<file path="config.mk">
export PLATFORM = sky130hd
export DESIGN_NAME = gp_updown_counter
export DESIGN_NICKNAME = d
export VERILOG_FILES = /design/src/rtl/gpc_pkg.sv /design/src/rtl/gpc_sync.sv /design/src/rtl/gpc_step_sel.sv /design/src/rtl/gpc_core.sv /design/src/rtl/gp_updown_counter.sv
export SDC_FILE = /design/constraint.sdc
export NUM_CORES = 1
export LEC_CHECK = 0
export CORE_MARGIN = 4
export CORE_UTILIZATION = 45
export CTS_BUF_LIST = sky130_fd_sc_hd__clkbuf_8
export CTS_CLUSTER_DIAMETER = 150
export CTS_CLUSTER_SIZE = 30
export DETAILED_ROUTE_END_ITERATION = 10
export DONT_BUFFER_PORTS = 1
export GPL_ROUTABILITY_DRIVEN = 0
export GPL_TIMING_DRIVEN = 1
export PLACE_DENSITY_LB_ADDON = 0.1
export RECOVER_POWER = 25
export SKIP_LAST_GASP = 1
export SLEW_MARGIN = 25
export SYNTH_ARGS = -nofsm -noshare
export SYNTH_HDL_FRONTEND = slang
export SYNTH_SLANG_ARGS = --single-unit
</file>
<file path="constraint.sdc">
create_clock -name clk -period 4 [get_ports clk]
set_input_delay 1 -clock clk [delete_from_list [all_inputs] [get_ports clk]]
set_output_delay 1 -clock clk [all_outputs]
set_load 0.005 [all_outputs]
</file>
<file path="src/rtl/gpc_pkg.sv">
// Package gpc_pkg: shared types for the up/down timer counter.
// Assumes the control word layout listed in the brief.
package gpc_pkg;

    typedef enum logic [1:0] {
        GPC_EVENT = 2'b00,
        GPC_PULSE = 2'b01,
        GPC_RSV_A = 2'b10,
        GPC_RSV_B = 2'b11
    } gpc_mode_e;

    typedef struct packed {
        logic      dir_from_pin;   // [5]
        logic      gate_from_pin;  // [4]
        logic      clk_from_pin;   // [3]
        logic      dir_up;         // [2]
        gpc_mode_e mode;           // [1:0]
    } gpc_ctl_t;

    localparam int CTL_W = $bits(gpc_ctl_t);

endpackage

</file>
<file path="src/rtl/gpc_sync.sv">
// Module gpc_sync: multi-bit flop-chain synchroniser for asynchronous pins.
// Assumes each bit is an independent slow level; no cross-bit coherence.
module gpc_sync #(
    parameter int BITS   = 3,
    parameter int STAGES = 2
) (
    input  logic            clk,
    input  logic            rst_n,
    input  logic [BITS-1:0] d,
    output logic [BITS-1:0] q
);
    logic [STAGES-1:0][BITS-1:0] stg_q;

    // Shift the pin values through the chain
    always_ff @(posedge clk) begin
        if (!rst_n) begin
            stg_q <= '0;
        end else begin
            stg_q[0] <= d;
            for (int i = 1; i < STAGES; i++) begin
                stg_q[i] <= stg_q[i-1];
            end
        end
    end

    assign q = stg_q[STAGES-1];
endmodule

</file>
<file path="src/rtl/gpc_step_sel.sv">
// Module gpc_step_sel: chooses the step source, applies the gate and
// picks the count direction. Assumes its pin inputs are already synchronous.
module gpc_step_sel (
    input  logic clk,
    input  logic rst_n,
    input  logic clk_from_pin,
    input  logic gate_from_pin,
    input  logic dir_from_pin,
    input  logic dir_up,
    input  logic tick_int,
    input  logic ext_clk_s,
    input  logic ext_gate_s,
    input  logic ext_dir_s,
    output logic step,
    output logic count_up
);
    logic clk_prev_q;
    logic ext_rise;
    logic raw_step;
    logic gate_ok;

    // Remember the previous synchronised clock level for edge detection
    always_ff @(posedge clk) begin
        if (!rst_n) clk_prev_q <= 1'b0;
        else        clk_prev_q <= ext_clk_s;
    end

    // Combine source, gate and direction selection
    always_comb begin
        ext_rise = ext_clk_s & ~clk_prev_q;
        raw_step = clk_from_pin ? ext_rise : tick_int;
        gate_ok  = gate_from_pin ? ext_gate_s : 1'b1;
        step     = raw_step & gate_ok;
        count_up = dir_from_pin ? ext_dir_s : dir_up;
    end
endmodule

</file>
<file path="src/rtl/gpc_core.sv">
// Module gpc_core: count register, reload register and output shaping for
// the event and pulse modes. Assumes step is a single-cycle qualified strobe.
module gpc_core
    import gpc_pkg::*;
#(
    parameter int CNT_W = 16
) (
    input  logic             clk,
    input  logic             rst_n,
    input  logic             load,
    input  logic [CNT_W-1:0] load_val,
    input  gpc_mode_e        mode,
    input  logic             step,
    input  logic             count_up,
    output logic [CNT_W-1:0] count,
    output logic             out_lvl,
    output logic             terminal
);
    logic [CNT_W-1:0] cnt_q;
    logic [CNT_W-1:0] init_q;
    logic             out_q;
    logic [CNT_W-1:0] cnt_next;
    logic             hits_zero;
    logic             at_zero;

    // Next value and terminal-count detection
    always_comb begin
        cnt_next  = count_up ? cnt_q + 1'b1 : cnt_q - 1'b1;
        hits_zero = (cnt_next == '0);
        at_zero   = (cnt_q == '0);
        unique case (mode)
            GPC_EVENT: terminal = step && !load && !at_zero && hits_zero;
            GPC_PULSE: terminal = step && !load && hits_zero;
            default:   terminal = 1'b0;
        endcase
    end

    // Count, reload value and output register update
    always_ff @(posedge clk) begin
        if (!rst_n) begin
            cnt_q  <= '0;
            init_q <= '0;
            out_q  <= 1'b0;
        end else if (load) begin
            cnt_q  <= load_val;
            init_q <= load_val;
            out_q  <= 1'b0;
        end else begin
            unique case (mode)
                GPC_EVENT: begin
                    if (step && !at_zero) cnt_q <= cnt_next;
                    if (terminal)         out_q <= 1'b1;
                end
                GPC_PULSE: begin
                    if (step) cnt_q <= hits_zero ? init_q : cnt_next;
                    out_q <= terminal;
                end
                default: out_q <= 1'b0;
            endcase
        end
    end

    assign count   = cnt_q;
    assign out_lvl = out_q;

    AST_LOAD_VALUE: assert property (@(posedge clk) disable iff (!rst_n)
        load |=> (cnt_q == $past(load_val)) && !out_q);
    AST_HOLD_AT_ZERO: assert property (@(posedge clk) disable iff (!rst_n)
        (mode == GPC_EVENT) && at_zero && !load |=> cnt_q == '0);
    AST_LATCH_HIGH: assert property (@(posedge clk) disable iff (!rst_n)
        (mode == GPC_EVENT) && out_q && !load |=> out_q);
    AST_RSV_HOLD: assert property (@(posedge clk) disable iff (!rst_n)
        (mode inside {GPC_RSV_A, GPC_RSV_B}) && !load |=> $stable(cnt_q) && !out_q);
endmodule

</file>
<file path="src/rtl/gp_updown_counter.sv">
// Module gp_updown_counter: top of the general purpose up/down timer
// counter. Holds the control word and the sticky interrupt status.
// Assumes ext_* pins are asynchronous and slower than clk / 2.
module gp_updown_counter
    import gpc_pkg::*;
#(
    parameter int CNT_W       = 16,
    parameter int SYNC_STAGES = 2
) (
    input  logic             clk,
    input  logic             rst_n,
    input  logic             cnt_wr,
    input  logic [CNT_W-1:0] cnt_wdata,
    input  logic             ctl_wr,
    input  logic [CTL_W-1:0] ctl_wdata,
    input  logic             tick_int,
    input  logic             ext_clk,
    input  logic             ext_gate,
    input  logic             ext_updown,
    input  logic             irq_clr,
    output logic             cnt_out,
    output logic             irq_status,
    output logic [CNT_W-1:0] count_value
);
    localparam int PIN_N = 3;

    gpc_ctl_t         ctl_q;
    logic             irq_q;
    logic [PIN_N-1:0] pins_s;
    logic             step;
    logic             count_up;
    logic             terminal;

    // Control word register
    always_ff @(posedge clk) begin
        if (!rst_n)      ctl_q <= '0;
        else if (ctl_wr) ctl_q <= gpc_ctl_t'(ctl_wdata);
    end

    // Sticky interrupt status: set wins over clear
    always_ff @(posedge clk) begin
        if (!rst_n)        irq_q <= 1'b0;
        else if (terminal) irq_q <= 1'b1;
        else if (irq_clr)  irq_q <= 1'b0;
    end

    gpc_sync #(.BITS(PIN_N), .STAGES(SYNC_STAGES)) i_sync (
        .clk   (clk),
        .rst_n (rst_n),
        .d     ({ext_updown, ext_gate, ext_clk}),
        .q     (pins_s)
    );

    gpc_step_sel i_step (
        .clk           (clk),
        .rst_n         (rst_n),
        .clk_from_pin  (ctl_q.clk_from_pin),
        .gate_from_pin (ctl_q.gate_from_pin),
        .dir_from_pin  (ctl_q.dir_from_pin),
        .dir_up        (ctl_q.dir_up),
        .tick_int      (tick_int),
        .ext_clk_s     (pins_s[0]),
        .ext_gate_s    (pins_s[1]),
        .ext_dir_s     (pins_s[2]),
        .step          (step),
        .count_up      (count_up)
    );

    gpc_core #(.CNT_W(CNT_W)) i_core (
        .clk      (clk),
        .rst_n    (rst_n),
        .load     (cnt_wr),
        .load_val (cnt_wdata),
        .mode     (ctl_q.mode),
        .step     (step),
        .count_up (count_up),
        .count    (count_value),
        .out_lvl  (cnt_out),
        .terminal (terminal)
    );

    assign irq_status = irq_q;

    AST_IRQ_SET: assert property (@(posedge clk) disable iff (!rst_n)
        terminal |=> irq_status);
    AST_IRQ_CLEAR: assert property (@(posedge clk) disable iff (!rst_n)
        irq_clr && !terminal |=> !irq_status);
endmodule

</file>
# Yosys cells after proc, flatten, opt, wreduce, memory -nomap -nowiden
# Index checks and enable logic that the tools add are counted.
[totals]
ff_bits = 47
in_bits = 31
output_inout_bits = 18
elab_cells = 50
[classes]
n_addsub = 2
n_eq_ne = 4
mux = 14
bitwise_logic = 4
n_reduce_logical = 14
[ops]
columns = ["cell", "count"]
rows = [
  ["$mux W16", 5],
  ["$logic_not A16 Y1", 2],
  ["$pmux W16 S2", 1],
  ["$add A16 B1 Y16 const B", 1],
  ["$sub A16 B1 Y16 const B", 1],
  ["$mux W1", 6],
  ["$ne A3 B2 Y1 const B", 2],
  ["$logic_and A1 B1 Y1", 5],
  ["$pmux W1 S2", 2],
  ["$reduce_and A3 Y1", 1],
  ["$reduce_bool A3 Y1", 1],
  ["$and A1 B1 Y1", 2],
  ["$eq A2 B1 Y1 const B", 1],
  ["$logic_not A1 Y1", 2],
  ["$logic_not A2 Y1", 1],
  ["$ne A2 B1 Y1 const B", 1],
  ["$not A1 Y1", 2],
  ["$reduce_bool A2 Y1", 1],
  ["$reduce_or A2 Y1", 1],
]

# Longest topological paths before layout
# Gate-level depths: netlist of the first run.
[depth]
word_depth = 10
mapped_depth = 12
depth_no_buf = 11

# Cells and area by module
# Synthesis of the first run repeated with hierarchy kept, for this count alone.
[hier_totals]
cells_unflattened = 351
area_unflattened_um2 = 2989.1
[by_module_without_submodules]
columns = ["mod", "n_inst", "cells_per_inst", "area_per_inst_um2", "seq_area_each_um2"]
rows = [
  ["gpc_core", 1, 307, 2479.9, 660.6],
  ["gp_updown_counter", 1, 22, 262.8, 140.1],
  ["gpc_sync", 1, 15, 180.2, 120.1],
  ["gpc_step_sel", 1, 7, 66.3, 20.0],
]

# Worst setup path after synthesis of the first run
# No wires, ideal clock.
[synth_timing]
kind = "flip-flop to flip-flop"
startpoint = "register ctl_q[5] in the netlist's numbering"
endpoint = "register i_core.cnt_q[2], in the netlist i_core.count[2]"
setup_time_ns = 0.059
t_arrival_ns = 4.141
required_ns = 3.941
setup_slack_ns = -0.200
path_stages_with_launch = 11
path_buffers = 0
period_less_slack_ns = 4.200
path_cell_list = "dfxtp_1 mux2i_1 ha_1 and3b_1 or3_4 a221oi_2 o211ai_1 a2111o_1 or4_4 o41ai_1 o211a_1"
[synth_via]
elab_chain_len = 7
elab_cells_between_ends = 8
classes_between = "mux (7); reduce/logical (1)"
[synth_rtl]
columns = ["element", "line", "rtl"]
rows = [
  ["from (decl)", "gp_updown_counter.sv:27", "gpc_ctl_t ctl_q;"],
  ["from (signal assigned)", "gp_updown_counter.sv:37", "else if (ctl_wr) ctl_q <= gpc_ctl_t'(ctl_wdata);"],
  ["$mux W1 *", "gpc_step_sel.sv:34", "count_up = dir_from_pin ? ext_dir_s : dir_up;"],
  ["$mux W16 *", "gpc_core.sv:28", "cnt_next = count_up ? cnt_q + 1'b1 : cnt_q - 1'b1;"],
  ["$logic_not A16 Y1", "gpc_core.sv:29", "hits_zero = (cnt_next == '0);"],
  ["$mux W16 (2 in series)", "gpc_core.sv:55", "if (step) cnt_q <= hits_zero ? init_q : cnt_next;"],
  ["$pmux W16 S2 *", "gpc_core.sv:49", "unique case (mode)"],
  ["$mux W16 *", "gpc_core.sv:44", "end else if (load) begin"],
  ["to (signal assigned)", "gpc_core.sv:45", "cnt_q <= load_val;"],
  ["to (signal assigned)", "gpc_core.sv:51", "if (step && !at_zero) cnt_q <= cnt_next;"],
  ["to (signal assigned)", "gpc_core.sv:55", ""],
  ["to (decl)", "gpc_core.sv:19", "logic [CNT_W-1:0] cnt_q;"],
]
# Every way passes the cells marked *; elsewhere a longest branch is shown, timed or not. The select of a mux whose other input is x is not followed.
# A chain may end at the register's enable or synchronous reset.

# Worst setup path in the final report of the first run
# Ends and elaborated chain as after synthesis.

==> results.txt, run 1 <==
worst-skew pair later-pin latency -> 0.30 ns
cell area power density -> 415 mW/mm^2
RSZ-0062 raised after global routing -> false
Post-CTS Setup Repair Bufs -> 0
TritonCTS Sinks -> 47
Clock Power Share -> 0.214
Core Box Area -> 0.00649 mm^2
relative slew slack -> 0.544
switching share of power -> 0.376
period utilization -> 0.935
vias per cell -> 6.02
Arrival @ worst endpoint -> 3.99 ns
Chip Width -> 90.7 um
DR iter-0 viols -> 89
Synth area leaders -> dfxtp_1 31%, ha_1 8.5%, mux2i_1 6.2%
Via Count -> 2668
post-route cell area -> 0.00329 mm^2
Num CTS Buffers -> 5
final setup vio count -> 0
Fmax -> 0.267 GHz
Hold Vio Cnt, Final -> 0
CTS tree -> done
Root Driver -> clkbuf_8
post-synthesis net count -> 419
gr ovfl total -> 0
combinational power share -> 0.388
most frequent cells in the layout -> 47 x dfxtp_1, 22 x nor2_1, 21 x ha_1
final setup TNS -> 0 ns
Synth area leader -> dfxtp_1
Req. time, crit path -> 4.25 ns
first-pass GRT wire length -> 13400 um
area growth from synthesis to final layout -> 6.74%
Final #Nets -> 418
ys async rst share -> 0
fin crit period -> 3.74 ns
flops & latches, synth -> 47
peak supply drop -> 0.000286 V
WL final -> 7970 um
site row count -> 29
Worst-path clk slew -> 0.09 ns
DR DRC count -> 0
Synth Cell Area -> 0.00308 mm^2
post-cts resize count -> 0
n_diodes -> 0
vias in the first global route -> 2559
worst hold-check path type -> reg -> reg
Post-synth EDFFs -> 0
cell area after placement -> 0.00320 mm^2
Setup crit start kind -> flop
Synth top area share -> 0.305
H-tree depth -> 2
Total GRT Usage -> 0.195
Bufs on Longest Clock Path -> 2
commonest non-fill, non-tap cell in the layout -> dfxtp_1
max_cap viols -> 0
DR WL/cell -> 18.0 um
DP Wirelength -> 5970 um
critical path type -> reg -> reg
die area -> 0.00823 mm^2
post-synthesis sequential area ratio -> 0.305
Top FF cell, synth -> dfxtp_1
synthesized area per cell -> 8.42 um^2
CTS Hold Bufs -> 0
antenna violations before repair -> 0
Cells after Synth -> 366
Final ANT Viol Nets -> 0
largest net degree at the start of global routing -> 48
port bufs -> 0
P_int -> 0.850 mW
sequential share of power -> 0.398
Yosys cell types -> 60
Crit. End Element -> flop
Switching Power -> 0.513 mW
filler instances -> 619
IO Pins -> 49
Synthesis Warnings -> 0
Worst Path Max Fanout -> 22
Initial Util -> 0.474
Leakage -> 1.32 nW
status -> completed
DRT Pass-1 Iters -> 4
Die Span Y -> 90.7 um
worst clock skew -> 0.00632 ns
layout cells sized above 1 -> 0.0738
register area -> 941 um^2
Final Max Slew Viols -> 0
area of the multi-input gates -> 0.00203 mm^2
worst-margin pin slew -> 0.684 ns
[power groups by stage]
stage | logic [mW] | clock network [mW] | registers (mW)
detailed placement | 0.520 | 0 | 0.554
global placement | 0.522 | 0 | 0.553
floorplan | 0.403 | 0 | 0.539
finish | 0.529 | 0.292 | 0.542
global route | 0.589 | 0.320 | 0.547
CTS | 0.525 | 0.302 | 0.543
[kinds of logic (layout without fill, tap and decap cells)]
family	count (synthesis)	after routing	share of synthesized area
adder cells (fa/ha/maj)	22	22	0.0918
flip-flops	47	47	0.305
AO/OA/AOI/OAI	101	101	0.235
multiplexers	19	19	0.0617
AND/OR/NAND/NOR	140	140	0.249
XOR/XNOR	7	7	0.0199
buffers and inverters	30	30	0.0370
[routing by layer]
layer | global-route usage | up-vias | share of wire
li1 | - | 1359 | -
met1 | 0.270 | 1233 | 0.48
met2 | 0.312 | 71 | 0.46
met3 | 0.0358 | 5 | 0.051
met4 | 0.0497 | 0 | 0.0089
met5 | 0 | - | 0
[Yosys cell counts (3+ instances only)]
master / number
dfxtp_1: 47
nor2_1: 22
ha_1: 21
o21ai_0: 20
mux2i_1: 19
nand2_1: 19
nor2b_1: 19
nor3_1: 18
a211oi_1: 16
clkbuf_1: 15
a21oi_1: 13
inv_1: 12
nand3_1: 11
and2_1: 10
nor4_1: 9
a21o_1: 7
o211ai_1: 7
a21boi_0: 5
and3_1: 5
nand4_1: 5
or3_1: 5
xor2_1: 5
o211a_1: 4
o21a_1: 3
o21ai_1: 3
o311a_1: 3
[final timing paths]
check,startpoint,endpoint,slack [ns],cells after the start
worst max-delay path,ctl_q[5],i_core.count[2],0.26,11
worst min-delay path,i_sync.stg_q[1],i_sync.q[1],0.44,1
worst max register to register,ctl_q[5],i_core.count[2],0.26,11
worst min register to register,i_sync.stg_q[1],i_sync.q[1],0.44,1
[layout make-up]
class | count | area share
flip-flops and latches | 47 | 0.286
clock inverters | 3 | 0.00723
multi-input cells | 289 | 0.617
repair buffers | 9 | 0.0244
well taps | 77 | 0.0293
clock buffers | 5 | 0.0209
inverters | 13 | 0.0148
[worst max-delay path, cell delays in order, from the launching register on]
cell and delay (ns):
dfxtp_1 0.37, mux2i_2 0.28, buf_12 0.20, ha_1 0.29, and3b_1 0.23, or3_4 0.38
a221oi_2 0.26, o211ai_1 0.19, a2111o_1 0.42, or4_4 0.47, o41ai_1 0.40, o211a_1 0.18
[sequential cells by signal, indices dropped and copies added (netlist names)]
name	flops
ctl_q	6
i_core.count	16
i_core.init_q	16
i_core.out_lvl	1
i_step.clk_prev_q	1
i_sync.q	3
i_sync.stg_q	3
irq_status	1
[stage by stage]
stage                     hold slack (ns)  std cells  setup slack [ns]  power [mW]  utilization
final                               0.443        443             0.261        1.36        0.506
after global routing                0.453        443           0.00380        1.46        0.506
after CTS                           0.447        443             0.265        1.37        0.506
after detailed placement            0.424        435             0.300        1.07        0.492
after global placement              0.415        435             0.379        1.07        0.492
after floorplan                     0.412        366             0.154       0.943            -
Power figures use the tool's default switching activity.
==> run 2, diff against run 1 <==
- ABC_AREA: default -> 1
==> run 2 against run 1 <==
Compared with the run above: combinational power rose by 24%; worst hold slack worse by 0.037 ns; via count rose by 21%.
==> results.txt, run 2 <==
H-tree depth -> 2 (unchanged)
Setup crit start kind -> flop
period utilization -> 0.841 (-0.0934)
antenna violations before repair -> 0 (unchanged)
total chip power -> 1.57 mW (+15%)
final setup margin -> 0.635 ns (+0.374 ns)
relative slew slack -> 0.473 (-0.0715)
Num CTS Buffers -> 5 (unchanged)
Req. time, crit path -> 4.23 ns (-0.02 ns)
final setup TNS -> 0 ns (unchanged)
Fmax -> 0.297 GHz (+11%)
Final Max Slew Viols -> 0 (unchanged)
Arrival @ worst endpoint -> 3.60 ns (-0.39 ns)
Yosys cell types -> 30 (-50%)
Hold Vio Cnt, Final -> 0 (unchanged)
final setup vio count -> 0 (unchanged)
commonest non-fill, non-tap cell in the layout -> nand2_1
Chip Width -> 93.5 um (+3.0%)
vias per cell -> 5.32 (-12%)
reg2reg start -> ctl_q[5]
Top delay family on crit path -> simple AND/OR/NAND/NOR gates
CTS Hold Bufs -> 0 (unchanged)
Die Span Y -> 93.5 um (+3.0%)
post-synthesis net count -> 572 (+37%)
post-cts resize count -> 0 (unchanged)
Via Count -> 3232 (+21%)
site row count -> 30 (+3.4%)
Leakage -> 1.71 nW (+29%)
CTS tree -> done
first-pass GRT wire length -> 15100 um (+13%)
DRT Pass-1 Iters -> 4 (unchanged)
DP Wirelength -> 6770 um (+13%)
worst-skew pair later-pin latency -> 0.30 ns (about the same)
vias in the first global route -> 3024 (+18%)
area growth from synthesis to final layout -> 5.21%
DR iter-0 viols -> 147 (+65%)
die area -> 0.00874 mm^2 (+6.2%)
gr ovfl total -> 0 (unchanged)
RSZ-0062 raised after global routing -> false
Post-CTS Setup Repair Bufs -> 0 (unchanged)
max_cap viols -> 0 (unchanged)
Post-synth EDFFs -> 0 (unchanged)
most frequent cell after synthesis -> nand2_1
worst hold-check path type -> reg -> reg
post-synthesis sequential area ratio -> 0.286 (-0.0194)
status -> completed
Worst Min Path Start -> i_sync.stg_q[1]
critical path type -> reg -> reg
CP most frequent cell -> nand2_1
Core Box Area -> 0.00694 mm^2 (+6.9%)
worst-margin pin slew -> 0.790 ns (+0.106 ns)
cell area power density -> 452 mW/mm^2 (+9.1%)
Root Driver -> clkbuf_8
register area -> 941 um^2 (unchanged)
Worst setup startpoint -> ctl_q[5]
CP Buf/Inv Count -> 2 (+1)
WL final -> 9000 um (+13%)
Cells after Synth -> 519 (+42%)
worst hold endpoint -> i_sync.q[1]
port bufs -> 0 (unchanged)
Total GRT Usage -> 0.213 (+0.0182)
Final ANT Viol Nets -> 0 (unchanged)
Post-synth top cells -> 127 x nand2_1, 78 x inv_1, 60 x nand3_1
fin crit period -> 3.36 ns (-0.374 ns)
Max stage delay cell, worst path -> ha_1
DP Worst Slack -> 0.706 ns (+0.405 ns)
worst stage delay on the critical path -> 0.52 ns (+0.05 ns)
DR WL/cell -> 14.8 um (-18%)
filler instances -> 736 (+19%)
flops & latches, synth -> 47 (unchanged)
Top FF cell, synth -> dfxtp_1
Final Util -> 0.498 (-0.00788)
ys async rst share -> 0 (unchanged)
largest net degree at the start of global routing -> 48 (unchanged)
Bufs on Longest Clock Path -> 2 (unchanged)
synthesized area per cell -> 6.34 um^2 (-25%)
most frequent cells in the layout -> 127 x nand2_1, 79 x inv_1, 60 x nand3_1
worst clock skew -> 0.0131 ns (+0.00680 ns)
Initial Util -> 0.474 (-0.000589)
IO Pins -> 49 (unchanged)
peak supply drop -> 0.000284 V (-0.92%)
Synth area leaders -> dfxtp_1 29%, nand2_1 14%, nand3_1 9.1%
Synth Cell Area -> 0.00329 mm^2 (+6.8%)
Worst-path clk slew -> 0.09 ns (about the same)
worst hold path cell count -> 2 (+1)
Worst Path Max Fanout -> 20 (-9.1%)
Synth area leader -> dfxtp_1
n_diodes -> 0 (unchanged)
Crit. End Element -> flop
R2R Setup Slk -> 0.64 ns (+0.37 ns)
worst r2r path cells -> 17 (+6)
Final #Nets -> 564 (+35%)
area of the multi-input gates -> 0.00196 mm^2 (-3.3%)
TritonCTS Sinks -> 47 (unchanged)
Synthesis Warnings -> 0 (unchanged)
critical-path cell list -> nor2_1, a21oi_2, inv_1, ha_1, nand2_1, inv_1, nand2_1, nand2_1, a21oi_1, nand2_1, nand2_1, nand2_2, nor2_8, nand4_4, nand2_1, nand3_1, a21oi_1
layout cells sized above 1 -> 0.0508 (-0.0230)
Synth top area share -> 0.286 (-0.0194)
reg-to-reg critical path endpoint -> i_core.count[12]
DR DRC count -> 0 (unchanged)
-- run 2: cell count changes in the layout (fill, tap and decap cells not counted), moves of 18 or more --
cell / before / now
mux2i_1: 18 / 0
nand2_1: 19 / 127
nand4_1: 5 / 26
a21oi_1: 13 / 47
o21ai_0: 20 / 39
nand3_1: 11 / 60
inv_1: 12 / 79
nor2b_1: 19 / 0
-- run 2: how the worst max path moves through the flow --
stage,slack (ns),to,depth (start not counted)
after global placement,0.79,i_core.count[12],16
after global routing,0.33,i_core.count[7],17
after CTS,0.68,i_core.count[12],17
after floorplan,1.37,i_core.count[6],18
after detailed placement,0.71,i_core.count[12],17
final,0.64,i_core.count[12],17
-- run 2: cell families after synthesis --
family,count (synthesis),share of synthesized area
fa+ha+maj,22,0.0860
flops,47,0.286
xor+xnor,2,0.00533
buf+inv,98,0.117
simple gates,259,0.363
compound gates,91,0.143
-- run 2: stage by stage --
step / std cells / instance area [um^2] / hold WS, ns
after floorplan: 519 / 3290 / 0.390
after global placement: 600 / 3340 / 0.394
after detailed placement: 600 / 3340 / 0.399
after CTS: 608 / 3460 / 0.407
after global routing: 608 / 3460 / 0.437
final: 608 / 3460 / 0.406
-- run 2: worst reg2reg max path: stages (launching register included) --
cell and delay (ns):
dfxtp_1 0.38, nor2_1 0.07, a21oi_2 0.20, inv_1 0.38, ha_1 0.53, nand2_1 0.16
inv_1 0.05, nand2_1 0.06, nand2_1 0.07, a21oi_1 0.18, nand2_1 0.08, nand2_1 0.07
nand2_2 0.10, nor2_8 0.30, nand4_4 0.29, nand2_1 0.17, nand3_1 0.09, a21oi_1 0.13
-- run 2: area by class of cell --
class,instances,share of cell area
multi-input combinational,374,0.567
clock inverter,2,0.0101
tap,96,0.0347
timing repair buffer,2,0.00434
inverter,81,0.0879
sequential,47,0.272
clock buffer,6,0.0239
-- run 2: metal layers --
metal | up-vias | routed length [um] | track usage
met5 | - | 0 | 0
met4 | 0 | 92 | 0.0513
met3 | 8 | 399 | 0.0314
met2 | 78 | 4150 | 0.342
met1 | 1458 | 4360 | 0.300
li1 | 1688 | - | -
-- run 2: report_power, final --
group	switching (mW)	total (mW)	internal, mW	leakage (nW)
Sequential	0.0441	0.550	0.506	0.389
Combinational	0.439	0.654	0.215	1.26
Clock	0.160	0.362	0.202	0.0612
Total	0.643	1.57	0.923	1.71
==> run 3, diff against run 2 <==
- clock period: 4 -> 2.9 ns (I/O delays scaled with it)
==> run 3 against run 2 <==
Compared with the run above: clock skew shrank 0.0051 ns; global-route usage decreased by 0.088 points; final area increased by 14%; count of clock-buffer cells in the layout fell by 1; clock power rose by 56%; utilization rose by 7.2 points; die area unchanged; register-to-register slack got worse by 0.47 ns; largest cell class unchanged; non-clock buffer count grew 8.
==> results.txt, run 3 (same netlist as run 2, synthesis figures left out) <==
status -> completed
Root Driver -> clkbuf_8
final setup vio count -> 0 (unchanged)
global routing's busiest layer -> met2
RSZ-0062 raised after global routing -> true
final setup margin -> 0.163 ns (-0.472 ns)
Finished Layout Cells -> 617 (+1.5%)
routing usage on met2 -> 0.351 (+0.00834)
Initial Util -> 0.474 (unchanged)
commonest non-fill, non-tap cell in the layout -> nand2_1
Final #Nets -> 573 (+1.6%)
vias per cell -> 5.47 (+2.9%)
CP most frequent cell -> nand2_1
DP Worst Slack -> 0.0230 ns (-0.683 ns)
n_diodes -> 0 (unchanged)
IO Pins -> 49 (unchanged)
R2R Setup Slk -> 0.16 ns (-0.47 ns)
Final Max Slew Viols -> 0 (unchanged)
Final ANT Viol Nets -> 0 (unchanged)
CTS tree -> done
met3 usage -> 0.0314 (unchanged)
cell area power density -> 621 mW/mm^2 (+37%)
H-tree depth -> 2 (unchanged)
most frequent cells in the layout -> 114 x nand2_1, 75 x inv_1, 58 x nand3_1
Arrival @ worst endpoint -> 2.97 ns (-0.63 ns)
Setup crit start kind -> flop
worst hold path cell count -> 2 (unchanged)
Leakage -> 1.78 nW (+4.4%)
reg2reg start -> ctl_q[5]
Chip Width -> 93.5 um (unchanged)
GR met1 Demand/Resource -> 0.290 (-0.00997)
WL final -> 9560 um (+6.2%)
fin crit period -> 2.74 ns (-0.628 ns)
relative slew slack -> 0.642 (+0.169)
worst stage delay on the critical path -> 0.36 ns (-0.16 ns)
Top delay family on crit path -> simple AND/OR/NAND/NOR gates
die area -> 0.00874 mm^2 (unchanged)
vias in the first global route -> 3190 (+5.5%)
max_cap viols -> 0 (unchanged)
port bufs -> 0 (unchanged)
Fmax -> 0.365 GHz (+23%)
gr ovfl total -> 0 (unchanged)
worst-margin pin slew -> 0.536 ns (-0.254 ns)
Via Count -> 3376 (+4.5%)
Max stage delay cell, worst path -> dfxtp_2
worst r2r path cells -> 19 (+2)
Total GRT Usage -> 0.213 (-0.000879)
largest net degree at the start of global routing -> 48 (unchanged)
antenna violations before repair -> 0 (unchanged)
Crit. End Element -> flop
worst-skew pair later-pin latency -> 0.29 ns (about the same)
reg-to-reg critical path endpoint -> i_core.count[12]
DP Wirelength -> 6720 um (-0.68%)
area growth from synthesis to final layout -> 20.4%
Hold Vio Cnt, Final -> 0 (unchanged)
first-pass GRT wire length -> 15100 um (about the same)
Worst setup startpoint -> ctl_q[5]
worst hold-check path type -> reg -> reg
DR WL/cell -> 15.5 um (+4.7%)
Req. time, crit path -> 3.13 ns (-1.10 ns)
Worst-path clk slew -> 0.09 ns (about the same)
Worst Path Max Fanout -> 10 (-50%)
Final Util -> 0.570 (+0.0719)
DR DRC count -> 0 (unchanged)
placed instance count -> 606 (+1.0%)
critical path type -> reg -> reg
period utilization -> 0.944 (+0.103)
site row count -> 30 (unchanged)
DR iter-0 viols -> 214 (+46%)
worst clock skew -> 0.00801 ns (-0.00510 ns)
worst hold endpoint -> i_sync.q[2]
final setup TNS -> 0 ns (unchanged)
DRT Pass-1 Iters -> 5 (+1)
Die Span Y -> 93.5 um (unchanged)
Core Box Area -> 0.00694 mm^2 (unchanged)
Num CTS Buffers -> 5 (unchanged)
Bufs on Longest Clock Path -> 2 (unchanged)
Worst Min Path Start -> i_sync.stg_q[2]
layout cells sized above 1 -> 0.169 (+0.118)
critical-path cell list -> nor2_1, a21oi_2, inv_2, clkbuf_16, ha_4, nand2_1, nor2_2, nand2_1, nand3_1, nand2_1, nand2_1, nand2_1, nor2_1, nand2_1, nor2_4, nand4_4, nand2_1, nand3_1, a21oi_1
CP Buf/Inv Count -> 2 (unchanged)
peak supply drop -> 0.000387 V (+36%)
TritonCTS Sinks -> 47 (unchanged)
run 3: worst max path at each step:
stage	cells after the start	end	slack (ns)
floorplan	18	i_core.count[6]	0.27
global placement	15	i_core.count[10]	0.05
detailed placement	15	i_core.count[13]	0.02
CTS	17	i_core.count[3]	0.02
global route	18	i_core.count[13]	-0.07
finish	19	i_core.count[12]	0.16
run 3: cell type report:
type                       count  area (um^2)
clock buffer                   5         68.8
clock inverter                 3         67.6
fill                         671         2980
inverter                      81          304
multi-input combinational    375         2330
sequential                    47          942
tap                           96          120
timing repair buffer          10          125
run 3: timing repair:
action / in CTS / in global routing
gates resized for setup: 1 / 64
hold buffers: 0 / 0
gates cloned: 0 / 2
hold endpoints to repair: 0 / 0
pin swaps: 0 / 2
setup buffers: 0 / 1
setup endpoints to repair: 1 / 18
run 3: per-stage QoR:
stage | hold WS, ns | cell area (um^2) | total power, mW
2_1_floorplan | 0.390 | 3290 | 1.47
3_3_place_gp | 0.393 | 3410 | 1.67
3_5_place_dp | 0.400 | 3410 | 1.68
4_1_cts | 0.420 | 3550 | 2.25
5_1_grt | 0.435 | 3960 | 2.64
6_report | 0.419 | 3960 | 2.46
run 3: worst min-delay path: stages, from the launching register on:
cell,delay [ns]
dfxtp_1,0.31
nand2_1,0.05
inv_1,0.03
run 3: metal layers:
layer | wire [um] | vias to the layer above | share of wire
met5 | 0 | - | 0
met4 | 144 | 0 | 0.015
met3 | 556 | 12 | 0.058
li1 | - | 1706 | -
met2 | 4560 | 105 | 0.48
met1 | 4300 | 1553 | 0.45
run 3: report_power, final:
group | total, mW | switching, mW | internal [mW]
clock | 0.564 | 0.220 | 0.344
sequential | 0.770 | 0.0730 | 0.697
combinational | 1.13 | 0.696 | 0.430
total | 2.46 | 0.990 | 1.47
